`src/rtl/dis_pkg.sv`:
```
package dis_pkg;
  typedef enum logic [1:0] {
    CFG_RESET = 2'd0,
    CFG_WAIT  = 2'd1,
    CFG_INTEG = 2'd2,
    CFG_CONV  = 2'd3
  } sw_cfg_e;
endpackage

```
`src/rtl/dis_conv_edge.sv`:
```
module dis_conv_edge (
  input  logic clk_i,
  input  logic rst_ni,
  input  logic conv_i,
  output logic level_o,
  output logic edge_o
);
  logic conv_q, conv_q2;

  always_ff @(posedge clk_i or negedge rst_ni) begin
    if (!rst_ni) begin
      conv_q  <= 1'b0;
      conv_q2 <= 1'b0;
    end else begin
      conv_q  <= conv_i;
      conv_q2 <= conv_q;
    end
  end

  assign level_o = conv_q;
  assign edge_o  = conv_q ^ conv_q2;
endmodule

```
`src/rtl/dis_seq_core.sv`:
```
module dis_seq_core #(
  parameter int unsigned N_IN        = 2,
  parameter int unsigned CONV_CYCLES = 2200,
  localparam int unsigned IN_W  = $clog2(N_IN),
  localparam int unsigned CNT_W = $clog2(CONV_CYCLES)
) (
  input  logic            clk_i,
  input  logic            rst_ni,
  input  logic            edge_i,
  input  logic            level_i,
  output logic            started_o,
  output logic            int_side_o,
  output logic            conv_side_o,
  output logic            busy_o,
  output logic [IN_W-1:0] cur_in_o,
  output logic [N_IN-1:0] done_o,
  output logic            data_valid_no,
  output logic            overrun_o
);
  localparam logic [CNT_W-1:0] CNT_LAST = CNT_W'(CONV_CYCLES - 1);
  localparam logic [IN_W-1:0]  IN_LAST  = IN_W'(N_IN - 1);

  logic            started_q, int_side_q, conv_side_q, busy_q, dv_n_q, ovr_q;
  logic [IN_W-1:0] cur_q;
  logic [CNT_W-1:0] cnt_q;
  logic [N_IN-1:0] done_q;

  always_ff @(posedge clk_i or negedge rst_ni) begin
    if (!rst_ni) begin
      started_q   <= 1'b0;
      int_side_q  <= 1'b0;
      conv_side_q <= 1'b0;
      busy_q      <= 1'b0;
      dv_n_q      <= 1'b1;
      ovr_q       <= 1'b0;
      cur_q       <= '0;
      cnt_q       <= '0;
      done_q      <= '0;
    end else begin
      done_q <= '0;
      if (edge_i) begin
        // high level: A integrates, B is digitised
        started_q   <= 1'b1;
        int_side_q  <= ~level_i;
        conv_side_q <= level_i;
        busy_q      <= 1'b1;
        cur_q       <= '0;
        cnt_q       <= '0;
        dv_n_q      <= 1'b1;
        if (busy_q) ovr_q <= 1'b1;
      end else if (busy_q) begin
        if (cnt_q == CNT_LAST) begin
          cnt_q         <= '0;
          done_q[cur_q] <= 1'b1;
          if (cur_q == IN_LAST) begin
            busy_q <= 1'b0;
            dv_n_q <= 1'b0;
          end else begin
            cur_q <= cur_q + 1'b1;
          end
        end else begin
          cnt_q <= cnt_q + 1'b1;
        end
      end
    end
  end

  assign started_o     = started_q;
  assign int_side_o    = int_side_q;
  assign conv_side_o   = conv_side_q;
  assign busy_o        = busy_q;
  assign cur_in_o      = cur_q;
  assign done_o        = done_q;
  assign data_valid_no = dv_n_q;
  assign overrun_o     = ovr_q;

  AST_CNT_BOUND: assert property (@(posedge clk_i) disable iff (!rst_ni)
    busy_q |-> (cnt_q <= CNT_LAST));
  AST_DONE_SINGLE: assert property (@(posedge clk_i) disable iff (!rst_ni)
    $onehot0(done_q));
  AST_DV_FALL: assert property (@(posedge clk_i) disable iff (!rst_ni)
    $fell(dv_n_q) |-> done_q[N_IN-1]);
  AST_DV_RELEASE: assert property (@(posedge clk_i) disable iff (!rst_ni)
    edge_i |=> dv_n_q);
  AST_OVR_STICKY: assert property (@(posedge clk_i) disable iff (!rst_ni)
    ovr_q |=> ovr_q);
  AST_OVR_SET: assert property (@(posedge clk_i) disable iff (!rst_ni)
    (edge_i && busy_q) |=> ovr_q);
endmodule

```
`src/rtl/dis_integ_ctrl.sv`:
```
module dis_integ_ctrl
  import dis_pkg::*;
#(
  parameter int unsigned IN_IDX = 0,
  parameter bit          SIDE   = 1'b0,
  parameter int unsigned IN_W   = 1
) (
  input  logic            started_i,
  input  logic            int_side_i,
  input  logic            busy_i,
  input  logic [IN_W-1:0] cur_in_i,
  output sw_cfg_e         cfg_o
);
  always_comb begin
    if (!started_i)                               cfg_o = CFG_RESET;
    else if (int_side_i == SIDE)                  cfg_o = CFG_INTEG;
    else if (busy_i && int'(cur_in_i) == IN_IDX)  cfg_o = CFG_CONV;
    else if (busy_i && int'(cur_in_i) < IN_IDX)   cfg_o = CFG_WAIT;
    else                                          cfg_o = CFG_RESET;
  end
endmodule

```
`src/rtl/dis_cfg_capture.sv`:
```
module dis_cfg_capture #(
  parameter int unsigned RANGE_W = 3
) (
  input  logic               clk_i,
  input  logic               rst_ni,
  input  logic               edge_i,
  input  logic               level_i,
  input  logic [RANGE_W-1:0] range_i,
  input  logic               test_i,
  output logic [RANGE_W-1:0] range_o,
  output logic [1:0]         test_sel_o
);
  always_ff @(posedge clk_i or negedge rst_ni) begin
    if (!rst_ni) begin
      range_o    <= '0;
      test_sel_o <= '0;
    end else if (edge_i) begin
      range_o    <= range_i;
      test_sel_o <= test_i ? (level_i ? 2'b01 : 2'b10) : 2'b00;
    end
  end

  AST_RANGE_HOLD: assert property (@(posedge clk_i) disable iff (!rst_ni)
    !edge_i |=> $stable(range_o));
  AST_TEST_HOLD: assert property (@(posedge clk_i) disable iff (!rst_ni)
    !edge_i |=> $stable(test_sel_o));
endmodule

```
`src/rtl/dual_integ_seq.sv`:
```
module dual_integ_seq
  import dis_pkg::*;
#(
  parameter int unsigned N_IN        = 2,
  parameter int unsigned CONV_CYCLES = 2200,
  parameter int unsigned RANGE_W     = 3
) (
  input  logic                  clk_i,
  input  logic                  rst_ni,
  input  logic                  conv_i,
  input  logic [RANGE_W-1:0]    range_i,
  input  logic                  test_i,
  output logic [4*N_IN-1:0]     sw_cfg_o,
  output logic [$clog2(N_IN):0] mux_sel_o,
  output logic                  busy_o,
  output logic [N_IN-1:0]       done_o,
  output logic                  data_valid_no,
  output logic                  overrun_o,
  output logic                  side_o,
  output logic [RANGE_W-1:0]    range_o,
  output logic [1:0]            test_sel_o
);
  localparam int unsigned IN_W = $clog2(N_IN);
  localparam int unsigned N_INTEG = 2 * N_IN;

  logic            level_w, edge_w, started_w, int_side_w, conv_side_w, busy_w;
  logic [IN_W-1:0] cur_in_w;
  sw_cfg_e         cfg_w [N_INTEG];
  logic [N_INTEG-1:0] conv_vec;

  dis_conv_edge u_edge (
    .clk_i, .rst_ni, .conv_i,
    .level_o(level_w), .edge_o(edge_w)
  );

  dis_seq_core #(.N_IN(N_IN), .CONV_CYCLES(CONV_CYCLES)) u_core (
    .clk_i, .rst_ni,
    .edge_i(edge_w), .level_i(level_w),
    .started_o(started_w), .int_side_o(int_side_w), .conv_side_o(conv_side_w),
    .busy_o(busy_w), .cur_in_o(cur_in_w), .done_o,
    .data_valid_no, .overrun_o
  );

  dis_cfg_capture #(.RANGE_W(RANGE_W)) u_cap (
    .clk_i, .rst_ni,
    .edge_i(edge_w), .level_i(level_w),
    .range_i, .test_i, .range_o, .test_sel_o
  );

  for (genvar gi = 0; gi < N_IN; gi++) begin : g_in
    for (genvar gs = 0; gs < 2; gs++) begin : g_side
      localparam int unsigned IDX = 2 * gi + gs;
      dis_integ_ctrl #(.IN_IDX(gi), .SIDE(gs[0]), .IN_W(IN_W)) u_ctl (
        .started_i(started_w), .int_side_i(int_side_w),
        .busy_i(busy_w), .cur_in_i(cur_in_w), .cfg_o(cfg_w[IDX])
      );
      assign sw_cfg_o[2*IDX +: 2] = cfg_w[IDX];
      assign conv_vec[IDX]        = (cfg_w[IDX] == CFG_CONV);

      AST_INTEG_SIDE: assert property (@(posedge clk_i) disable iff (!rst_ni)
        (started_w && int_side_w == gs[0]) |-> cfg_w[IDX] == CFG_INTEG);
    end
  end

  assign busy_o    = busy_w;
  assign side_o    = int_side_w;
  assign mux_sel_o = {cur_in_w, conv_side_w};

  AST_ONE_CONV: assert property (@(posedge clk_i) disable iff (!rst_ni)
    $onehot0(conv_vec));
  AST_BUSY_CONV: assert property (@(posedge clk_i) disable iff (!rst_ni)
    busy_w |-> $countones(conv_vec) == 1);
endmodule

```
`config.mk`:
```
export PLATFORM = sky130hd
export DESIGN_NAME = dual_integ_seq
export DESIGN_NICKNAME = d
export VERILOG_FILES = /design/src/rtl/dis_pkg.sv /design/src/rtl/dis_conv_edge.sv /design/src/rtl/dis_seq_core.sv /design/src/rtl/dis_integ_ctrl.sv /design/src/rtl/dis_cfg_capture.sv /design/src/rtl/dual_integ_seq.sv
export SDC_FILE = /design/constraint.sdc
export NUM_CORES = 1
export LEC_CHECK = 0
export BUFFER_PORTS_ARGS = -buffer_cell sky130_fd_sc_hd__buf_2
export CORE_UTILIZATION = 56
export CTS_BUF_LIST = sky130_fd_sc_hd__clkbuf_8
export DETAILED_ROUTE_END_ITERATION = 12
export HOLD_SLACK_MARGIN = 0.06
export PLACE_DENSITY = 0.81
export SLEW_MARGIN = 10
export SYNTH_ARGS = -nofsm -noshare
export SYNTH_HDL_FRONTEND = slang
export SYNTH_HIERARCHICAL = 1
export SYNTH_SLANG_ARGS = --single-unit
export TNS_END_PERCENT = 5
```
`constraint.sdc`:
```
create_clock -name clk_i -period 2.3 [get_ports clk_i]
set_input_delay 0.23 -clock clk_i [delete_from_list [all_inputs] [get_ports clk_i]]
set_output_delay 0.23 -clock clk_i [all_outputs]
set_load 0.005 [all_outputs]
```
==> summary.txt, run 1 <==
Outcome
  • Status: completed

Worst hold path
  • Hold EP: u_cap/range_o[1]
  • Worst Hold Class: in2reg
  • Min-Delay Path Depth: 2
  • Worst Min Path Start: range_i[1]

Setup path
  • Reg2reg setup slack: between 0.4 and 0.5 ns
  • Arrival time worst endpoint: 1.60 ns
  • Critical Path RT: between 2 and 2.5 ns
  • RR Endpoint: u_core/cnt_q[11]
  • Setup CP Type: reg2out
  • Worst r2r src: u_edge/level_o
  • Reg2Reg Depth: 5
  • Maximum net fanout on the critical path: 17
  • Startpoint types: register
  • CP Capture Type: output port

Floorplanning
  • Core ar.: ~2300 µm²
  • Row count: 17
  • Ports: 28
  • DIE AREA: 2750 µm²
  • Initial Util: 0.619
  • DIE WIDTH: 52.4 µm
  • Chip Height: around 52 µm

Timing
  • Final setup violation count: 0
  • Setup TNS: 0 ns
  • RSZ-0062 raised after global routing: false
  • Pins Over Slew Limit: 0
  • Relative slew margins: 0.557
  • Final hold vios: 0
  • Worst slew pin tran: 0.664 ns
  • Worst setup margin: approximately 0.47 ns
  • Final worst-path cycle share: 0.796
  • Post-layout min period: 1.83 ns
  • Clk_skew: 0.00567 ns
  • Fmax: around 550 MHz

Synth
  • Sequential share of the synthesized area: 0.493
  • Synth area leader: dfrtp_1
  • Ys flop type: dfrtp_1
  • Seq cells post-synth: 28
  • Post-synth top area share: 0.475
  • Async set-reset flop share out of synthesis: 1.00
  • Post-synth EDFFs: 0
  • Synth Net Count: 129
  • Area contributors post-synth: dfrtp_1, xnor2_1, nor2_1, nor4b_4, mux2_4
  • Netlist cell types: 43
  • Mapped Cells: 121
  • Mean Syn Cell Area: 11.8 µm²
  • Synth warn: 6
  • Syn Std Cell Area: 1420 µm²

Power
  • Worst vdd ir: 0.491 mV
  • Internal: 710 µW
  • Leak Pwr: approximately 0.00076 µW
  • Reg power frac: 0.577
  • Clock Power Share: 0.275
  • Switching Fraction: 0.258
  • Comb power frac: 0.148
  • PwrDens: 587 nW/µm²
  • Psw: 246 µW
  • Pwr Total: 956 µW

GRT
  • Largest net degree at the start of global routing: 29
  • Antenna violations before repair: 0
  • GRT Util Overall: 0.225
  • First-pass GRT wire length: 4470 µm
  • Vias in the first global route: 1008
  • Gr ovfl total: 0

Clock network
  • TritonCTS clock tree: built
  • Clock Path Buffers: 2
  • Post_cts resized: 0
  • CTS buffer count: 3
  • Insertion delay to the later sink of the worst-skew pair: 0.27 ns
  • CTS sink count: 28
  • CTS clock-pin slew for the worst setup and hold paths: 0.09 ns
  • # H-tree levels: 1
  • Clock Root Buffer: clkbuf_8

Drt
  • Via count: ~1000
  • Final WL: 2670 µm
  • Routed len/inst: roughly 15 µm
  • First-pass iteration count of the detailed router: 4
  • Antenna-violating nets left: 0
  • # DRC: 0
  • Initial DRC Count: 14
  • Avg Vias per Cell: 5.66

Job
  • Max-cap violations: 0

Place
  • DP Worst Slack: 0.489 ns
  • Number of port buffers: 27
  • GP Congestion: 0.886
  • Hpwl dp: 1970 µm
  • Dpl cell area: 1560 µm²

Finish
  • Util after Layout: 0.709
  • Inserted Diodes: 0
  • Most frequent cells in the layout: buf_2, dfrtp_1, nor2_1
  • Nets: 158
  • Layout cells sized above 1: 0.349
  • P&R area growth vs syn: 14.5%
  • Final instance area: 1630 µm²
-- worst max-delay path by stage --
stage	slack, ns	start	to	cells after the start
finish	0.47	u_core/busy_o	sw_cfg_o[2]	3
detailed placement	0.49	u_edge/level_o	u_core/cnt_q[11]	5
CTS	0.48	u_core/busy_o	sw_cfg_o[2]	3
global placement	0.56	u_edge/level_o	u_core/cnt_q[11]	5
global route	0.36	u_core/cnt_q[0]	u_core/cnt_q[8]	5
floorplan	0.64	u_edge/level_o	u_core/cnt_q[11]	5
-- power groups by stage --
stage | clock [µW] | combinational, µW | sequential [µW]
global route | 292 | 157 | 557
finish | 263 | 141 | 552
global placement | 0 | 134 | 559
CTS | 272 | 144 | 552
floorplan | 0 | 86.1 | 557
detailed placement | 0 | 141 | 561
-- critical path, stage by stage, from the launching register on --
cell and delay (ns):
dfrtp_1 0.78, nor2b_4 0.27, and3b_1 0.17, buf_2 0.11
-- cells in the mapped netlist (all sizes together), types with 2 or more instances --
library cell	count
a21boi	2
a21oi	3
and3	2
and3b	2
buf	6
dfrtp	27
inv	4
mux2	4
nand2	5
nand2b	3
nand3	7
nand4	2
nor2	18
nor2b	2
nor3	4
nor4	2
nor4b	2
o21ai	3
xnor2	7
xor2	5
-- state kept, by name, indices dropped and copies added (netlist names) --
name	flops
u_core/data_valid_no	1
u_edge/conv_q2	1
u_core/cur_in_o	1
u_core/conv_side_o	1
u_core/int_side_o	1
u_core/busy_o	1
u_core/overrun_o	1
u_edge/level_o	1
u_core/cnt_q	12
u_cap/range_o	3
u_cap/test_sel_o	2
u_core/done_o	2
u_core/started_o	1
-- final cells by class --
type	instances	area, µm²
Sequential cell	28	702
Multi-Input combinational cell	83	669
Fill cell	184	668
Timing Repair Buffer	30	163
Clock buffer	3	41.3
Tap cell	28	35.0
Inverter	4	15.0
Clock inverter	1	3.75
-- logic make-up (layout without fill, tap and decap cells) --
group / count (synthesis) / after routing / synth area share
AOI/OAI and AO/OA: 14 / 14 / 0.0800
xor gates and xnor gates: 12 / 12 / 0.0739
adders and majority gates: 1 / 1 / 0.00879
buffers and inverters: 10 / 38 / 0.0413
DFF: 28 / 28 / 0.493
muxes: 5 / 5 / 0.0466
and+or+nand+nor: 51 / 51 / 0.256
-- per-layer routing --
metal | part of all wire | GRT usage
met1 | 0.44 | 0.271
met2 | 0.51 | 0.395
met3 | 0.035 | 0.0406
met4 | 0.018 | 0.0877
met5 | 0 | 0
-- what timing repair did --
action                                 in CTS  in global routing
hold buffers                                2                  0
buffers inserted                            0                  0
endpoints found under the hold margin      28                  0
-- per-stage QoR --
step,cells,hold slack [ns]
final,177,0.183
after global routing,177,0.165
after CTS,177,0.177
after detailed placement,171,0.270
after global placement,171,0.255
after floorplan,121,-0.0656
Note: power is estimated with default switching activity, not from simulation.
==> run 2, diff against run 1 <==
CORE_UTILIZATION = 51   (was 56)
PLACE_DENSITY = 0.78   (was 0.81)
clock period = 1.6 ns   (was 2.3 ns; I/O delays follow)
==> summary.txt, run 2 (synthesis results as in run 1) <==
Floorplanning
  • DIE WIDTH: 54.8 µm (+4.6%)
  • DIE AREA: 3000 µm² (+9.4%)
  • Core ar.: 2540 µm² (+11%)
  • Chip Height: 54.8 µm (+4.6%)
  • Ports: 28 (unchanged)
  • Initial Util: 0.559 (-0.0603)
  • Row count: 18 (+1)

Setup path
  • Delay-heaviest family, CP: flip-flops
  • Maximum net fanout on the critical path: 6 (-11)
  • Reg2Reg Depth: 6 (+1)
  • Setup CP Type: reg2reg
  • Slowest CP cell: dfrtp_2
  • Largest stage delay, worst path: 0.47 ns (-0.31 ns)
  • RR Endpoint: u_core/cnt_q[6]
  • Worst r2r src: u_edge/level_o
  • CP Capture Type: register
  • Arrival time worst endpoint: 1.67 ns (+0.07 ns)
  • Reg2reg setup slack: 0.09 ns (-0.40 ns)
  • WP buf/inv: 1 (unchanged)
  • Startpoint types: register
  • Critical Path RT: 1.76 ns (-0.31 ns)
  • Crit-path cells: xor2_4 -> buf_4 -> o2111a_1 -> nand3_1 -> xor2_1 -> nor2_1

Timing
  • RSZ-0062 raised after global routing: true
  • Final setup violation count: 0 (unchanged)
  • Fmax: approximately 660 MHz
  • Pins Over Slew Limit: 0 (unchanged)
  • Relative slew margins: 0.603 (+0.0453)
  • Post-layout min period: 1.51 ns
  • Final hold vios: 0 (unchanged)
  • Worst slew pin tran: 0.596 ns (-0.0680 ns)
  • Final worst-path cycle share: 0.946
  • Clk_skew: 0.00793 ns (+0.00226 ns)
  • Fin Hold WS: 0.120 ns (-0.0630 ns)

Clock network
  • CTS clock-pin slew for the worst setup and hold paths: 0.10 ns (about the same)
  • Clock Path Buffers: 2 (unchanged)
  • Clock Root Buffer: clkbuf_8
  • # Post-CTS Setup Buffers: 0 (unchanged)
  • CTS buffer count: 3 (unchanged)
  • CTS sink count: 28 (unchanged)
  • TritonCTS clock tree: built
  • Insertion delay to the later sink of the worst-skew pair: 0.27 ns (about the same)
  • # H-tree levels: 1 (unchanged)

Drt
  • Antenna-violating nets left: 0 (unchanged)
  • Via count: 993 (-0.90%)
  • Avg Vias per Cell: 5.34 (-5.7%)
  • Routed len/inst: 13.5 µm (-10%)
  • # DRC: 0 (unchanged)
  • First-pass iteration count of the detailed router: 4 (unchanged)
  • Final WL: 2520 µm (-5.9%)
  • Initial DRC Count: 16 (+2)

Place
  • Number of port buffers: 27 (unchanged)
  • GP Congestion: 0.883 (-0.34%)
  • Hpwl dp: 1800 µm (-8.5%)

Finish
  • Layout cells sized above 1: 0.397 (+0.0484)
  • Commonest non-fill, non-tap cell in the layout: buf_2
  • Biggest regs: u_core/cnt_q: 12 flops, u_cap/range_o: 3 flops
  • Max reg flops: 12 (unchanged)
  • Multi-input logic area: 681 µm² (+1.7%)
  • Fill cells: 192 (+4.3%)
  • Largest Register: u_core/cnt_q
  • P&R area growth vs syn: 22.1%
  • Nets: 165 (+4.4%)
  • Most frequent cells in the layout: buf_2, dfrtp_1, nor2_1
  • Inserted Diodes: 0 (unchanged)
  • Sequential standard cell area: 704 µm² (+0.36%)

GRT
  • Gr ovfl total: 0 (unchanged)
  • Antenna violations before repair: 0 (unchanged)
  • First-pass GRT wire length: 4090 µm (-8.5%)
  • Largest net degree at the start of global routing: 29 (unchanged)
  • GRT Util Overall: 0.193 (-0.0318)
  • Vias in the first global route: 990 (-1.8%)

Worst hold path
  • Worst Hold Class: in2reg
  • Min-Delay Path Depth: 2 (unchanged)
  • Worst Min Path Start: range_i[0]
  • Hold EP: u_cap/range_o[0]

Job
  • Max-cap violations: 0 (unchanged)

Power
  • Pwr Total: 1560 µW (+63%)
  • PwrDens: 900 nW/µm² (+53%)
  • Leak Pwr: 0.000808 µW (+6.1%)
  • Worst vdd ir: 0.747 mV (+52%)

Outcome
  • Status: completed
[run 2: worst register-to-register path, cell delays in order (launching register included)]
cell and delay, ns:
dfrtp_2 0.47, xor2_4 0.18, buf_4 0.16, o2111a_1 0.27
nand3_1 0.10, xor2_1 0.16, nor2_1 0.06
[run 2: through the flow]
step / setup slack, ns / std cells / utilization / area [µm²] / TNS [ns]
after global routing: -0.0147 / 186 / 0.682 / 1740 / -0.0147
after detailed placement: 0.0678 / 180 / 0.641 / 1630 / 0
after global placement: 0.141 / 180 / 0.641 / 1630 / 0
final: 0.0860 / 186 / 0.682 / 1740 / 0
after CTS: 0.0291 / 186 / 0.677 / 1720 / 0
after floorplan: 0.0959 / 121 / - / 1430 / 0
[run 2: worst max-delay path by stage]
stage                         from          endpoint  cells after the start
floorplan           u_edge/level_o  u_core/cnt_q[11]                      5
global placement    u_edge/level_o   u_core/cnt_q[8]                      6
detailed placement  u_edge/level_o   u_core/cnt_q[9]                      5
CTS                  u_core/busy_o       sw_cfg_o[2]                      4
global route        u_edge/level_o   u_core/cnt_q[6]                      6
finish              u_edge/level_o   u_core/cnt_q[6]                      6
[run 2: layout make-up]
type / count / share of cell area
Multi-Input combinational cell: 83 / 0.392
Sequential cell: 28 / 0.406
Tap cell: 30 / 0.0216
Clock buffer: 3 / 0.0238
Inverter: 4 / 0.00865
Timing Repair Buffer: 37 / 0.131
Clock inverter: 1 / 0.0173
[run 2: power by group]
part	internal [µW]	switching, µW
clock network	334	209
registers	748	43.4
logic	122	107
total	1200	359
[run 2: per-layer routing]
layer | vias up | track usage | routed length (µm)
met4 | 0 | 0.0684 | 10
met2 | 27 | 0.331 | 1280
met5 | - | 0 | 0
met3 | 2 | 0.0333 | 98
met1 | 485 | 0.242 | 1130
li1 | 479 | - | -
[run 2: what timing repair did]
action                     CTS  global route
hold endpoints to repair    28             0
gates resized for setup      0             3
setup endpoints to repair    0             7
hold buffers                 2             0
==> run 3, diff against run 2 <==
--- a/config.mk
+++ b/config.mk
@@ -6,5 +6,5 @@
 export NUM_CORES = 1
 export LEC_CHECK = 0
-export BUFFER_PORTS_ARGS = -buffer_cell sky130_fd_sc_hd__buf_2
+export BUFFER_PORTS_ARGS = -buffer_cell sky130_fd_sc_hd__clkbuf_2
 export CORE_UTILIZATION = 51
 export CTS_BUF_LIST = sky130_fd_sc_hd__clkbuf_8
==> constraint.sdc (replaced) <==
create_clock -name clk_i -period 1.6 [get_ports clk_i]
set_input_delay 0.32 -clock clk_i [delete_from_list [all_inputs] [get_ports clk_i]]
set_output_delay 0.32 -clock clk_i [all_outputs]
set_load 0.005 [all_outputs]
==> summary.txt, run 3 (synthesis results as in run 1) <==
Clock network
  • Clock Path Buffers: 2 (unchanged)
  • # H-tree levels: 1 (unchanged)
  • CTS clock-pin slew for the worst setup and hold paths: 0.10 ns (about the same)
  • Number of hold buffers added after CTS: 0 (-2)
  • CTS sink count: 28 (unchanged)
  • Insertion delay to the later sink of the worst-skew pair: 0.27 ns (about the same)
  • CTS buffer count: 3 (unchanged)
  • TritonCTS clock tree: built
  • Clock Root Buffer: clkbuf_8

Drt
  • Antenna-violating nets left: 0 (unchanged)
  • Avg Vias per Cell: 5.56 (+4.1%)
  • # DRC: 0 (unchanged)
  • First-pass iteration count of the detailed router: 4 (unchanged)
  • Routed len/inst: 14.8 µm (+9.2%)
  • Metal1 wirelength: 1220 µm (+8.1%)
  • Met3 wire length: 137 µm (+40%)
  • Final WL: 2750 µm (+9.2%)
  • Initial DRC Count: 19 (+3)
  • Highest routed layer: met4
  • Via count: 1034 (+4.1%)
  • Met2 Routed Length: 1370 µm (+7.1%)

Floorplanning
  • DIE WIDTH: 54.8 µm (unchanged)
  • DIE AREA: 3000 µm² (unchanged)
  • Row count: 18 (unchanged)
  • Initial Util: 0.559 (unchanged)
  • Ports: 28 (unchanged)
  • Core ar.: 2540 µm² (unchanged)
  • Chip Height: 54.8 µm (unchanged)

Setup path
  • Worst r2r src: u_edge/level_o
  • Critical Path RT: 1.81 ns (+0.05 ns)
  • Startpoint types: register
  • Reg2reg setup slack: 0.04 ns (-0.04 ns)
  • RR Endpoint: u_core/cnt_q[6]
  • Setup CP Type: reg2reg
  • Reg2Reg Depth: 6 (unchanged)
  • Arrival time worst endpoint: 1.77 ns (+0.10 ns)
  • Maximum net fanout on the critical path: 6 (unchanged)
  • CP Capture Type: register

Outcome
  • Status: completed

Timing
  • Final hold vios: 0 (unchanged)
  • Post-layout min period: 1.56 ns (+0.0449 ns)
  • RSZ-0062 raised after global routing: true
  • Final worst-path cycle share: 0.974 (+0.0281)
  • Pins Over Slew Limit: 0 (unchanged)
  • Final setup violation count: 0 (unchanged)
  • Setup TNS: 0 ns (unchanged)
  • Clk_skew: 0.00303 ns (-0.00490 ns)
  • Relative slew margins: 0.550 (-0.0528)
  • Fmax: 641 MHz (-2.9%)
  • Worst slew pin tran: 0.675 ns (+0.0791 ns)

Finish
  • Largest Register: u_core/cnt_q
  • Most frequent cells in the layout: clkbuf_2, dfrtp_1, nor2_1
  • Nets: 165 (unchanged)
  • P&R area growth vs syn: 22.0% (about the same)
  • Max reg flops: 12 (unchanged)
  • Final instance area: 1740 µm² (about the same)
  • Commonest non-fill, non-tap cell in the layout: clkbuf_2
  • Util after Layout: 0.682 (about the same)
  • Layout cells sized above 1: 0.410 (+0.0128)
  • Inserted Diodes: 0 (unchanged)
  • Biggest regs: u_core/cnt_q: 12 flops, u_cap/range_o: 3 flops

GRT
  • First-pass GRT wire length: 4190 µm (+2.4%)
  • Largest net degree at the start of global routing: 29 (unchanged)
  • Vias in the first global route: 908 (-8.3%)
  • Antenna violations before repair: 0 (unchanged)
  • Gr ovfl total: 0 (unchanged)
  • GRT Util Overall: 0.205 (+0.0114)

Power
  • Leak Pwr: 0.000816 µW (+1.1%)
  • PwrDens: 909 nW/µm² (+1.0%)
  • Worst vdd ir: 0.758 mV (+1.6%)

Place
  • Dpl cell area: 1630 µm² (unchanged)
  • Number of port buffers: 27 (unchanged)
  • GP Congestion: 0.878 (-0.62%)
  • Hpwl dp: 1900 µm (+5.3%)

Job
  • Max-cap violations: 0 (unchanged)

Worst hold path
  • Worst Hold Class: in2async
[run 3: cell types whose count changed in the layout (fill, tap and decap cells not counted), sizes merged]
cell and change:
buf -25, clkbuf +27, dlygate4sd3 -2
[run 3: report_power, final]
part           total, µW  internal, µW  switching (µW)  leakage, µW
Sequential           795           748            47.0     0.000350
Clock                556           335             221    0.0000357
Combinational        227           119             109     0.000430
[run 3: worst max-delay path, cell delays in order (launching register included)]
cell and delay [ns]:
dfrtp_2 0.48, xor2_4 0.21, buf_4 0.17, o2111a_1 0.25, nand3_1 0.13, xor2_1 0.17, nor2_1 0.08
[run 3: routing by layer]
layer  track usage  up-vias
met3        0.0333        4
met5             0        -
met1         0.255      504
li1              -      483
met4        0.0641        0
met2         0.357       43
[run 3: cell type report]
type / instances / area (µm²)
clock buffers: 3 / 41.3
clock inverters: 1 / 30.0
fillers: 191 / 810
inverters: 4 / 15.0
multi-input cells: 83 / 681
flip-flops and latches: 28 / 704
well taps: 30 / 37.5
repair buffers: 37 / 226
[run 3: what timing repair did]
item / 4_1_cts / 5_1_grt
setup endpoints to repair: 6 / 5
setup buffers: 0 / 2
hold endpoints to repair: 0 / 0
resized for setup: 3 / 1
pin swaps: 0 / 0
[run 3: stage by stage]
| stage | total power, µW | std cells | setup slack [ns] | hold slack [ns] |
|---|---|---|---|---|
| after floorplan | 926 | 121 | 0.0959 | 0.0244 |
| after global placement | 1020 | 180 | 0.137 | 0.376 |
| after detailed placement | 1030 | 180 | 0.0610 | 0.395 |
| after CTS | 1590 | 184 | 0.0174 | 0.0872 |
| after global routing | 1650 | 186 | -0.0563 | 0.119 |
| final | 1580 | 186 | 0.0410 | 0.0618 |
[run 3: worst max path at each step]
stage,startpoint,end
floorplan,u_edge/level_o,u_core/cnt_q[11]
global placement,u_edge/level_o,u_core/cnt_q[8]
detailed placement,u_edge/level_o,u_core/cnt_q[8]
CTS,u_core/busy_o,sw_cfg_o[7]
global route,u_edge/level_o,u_core/cnt_q[6]
finish,u_edge/level_o,u_core/cnt_q[6]
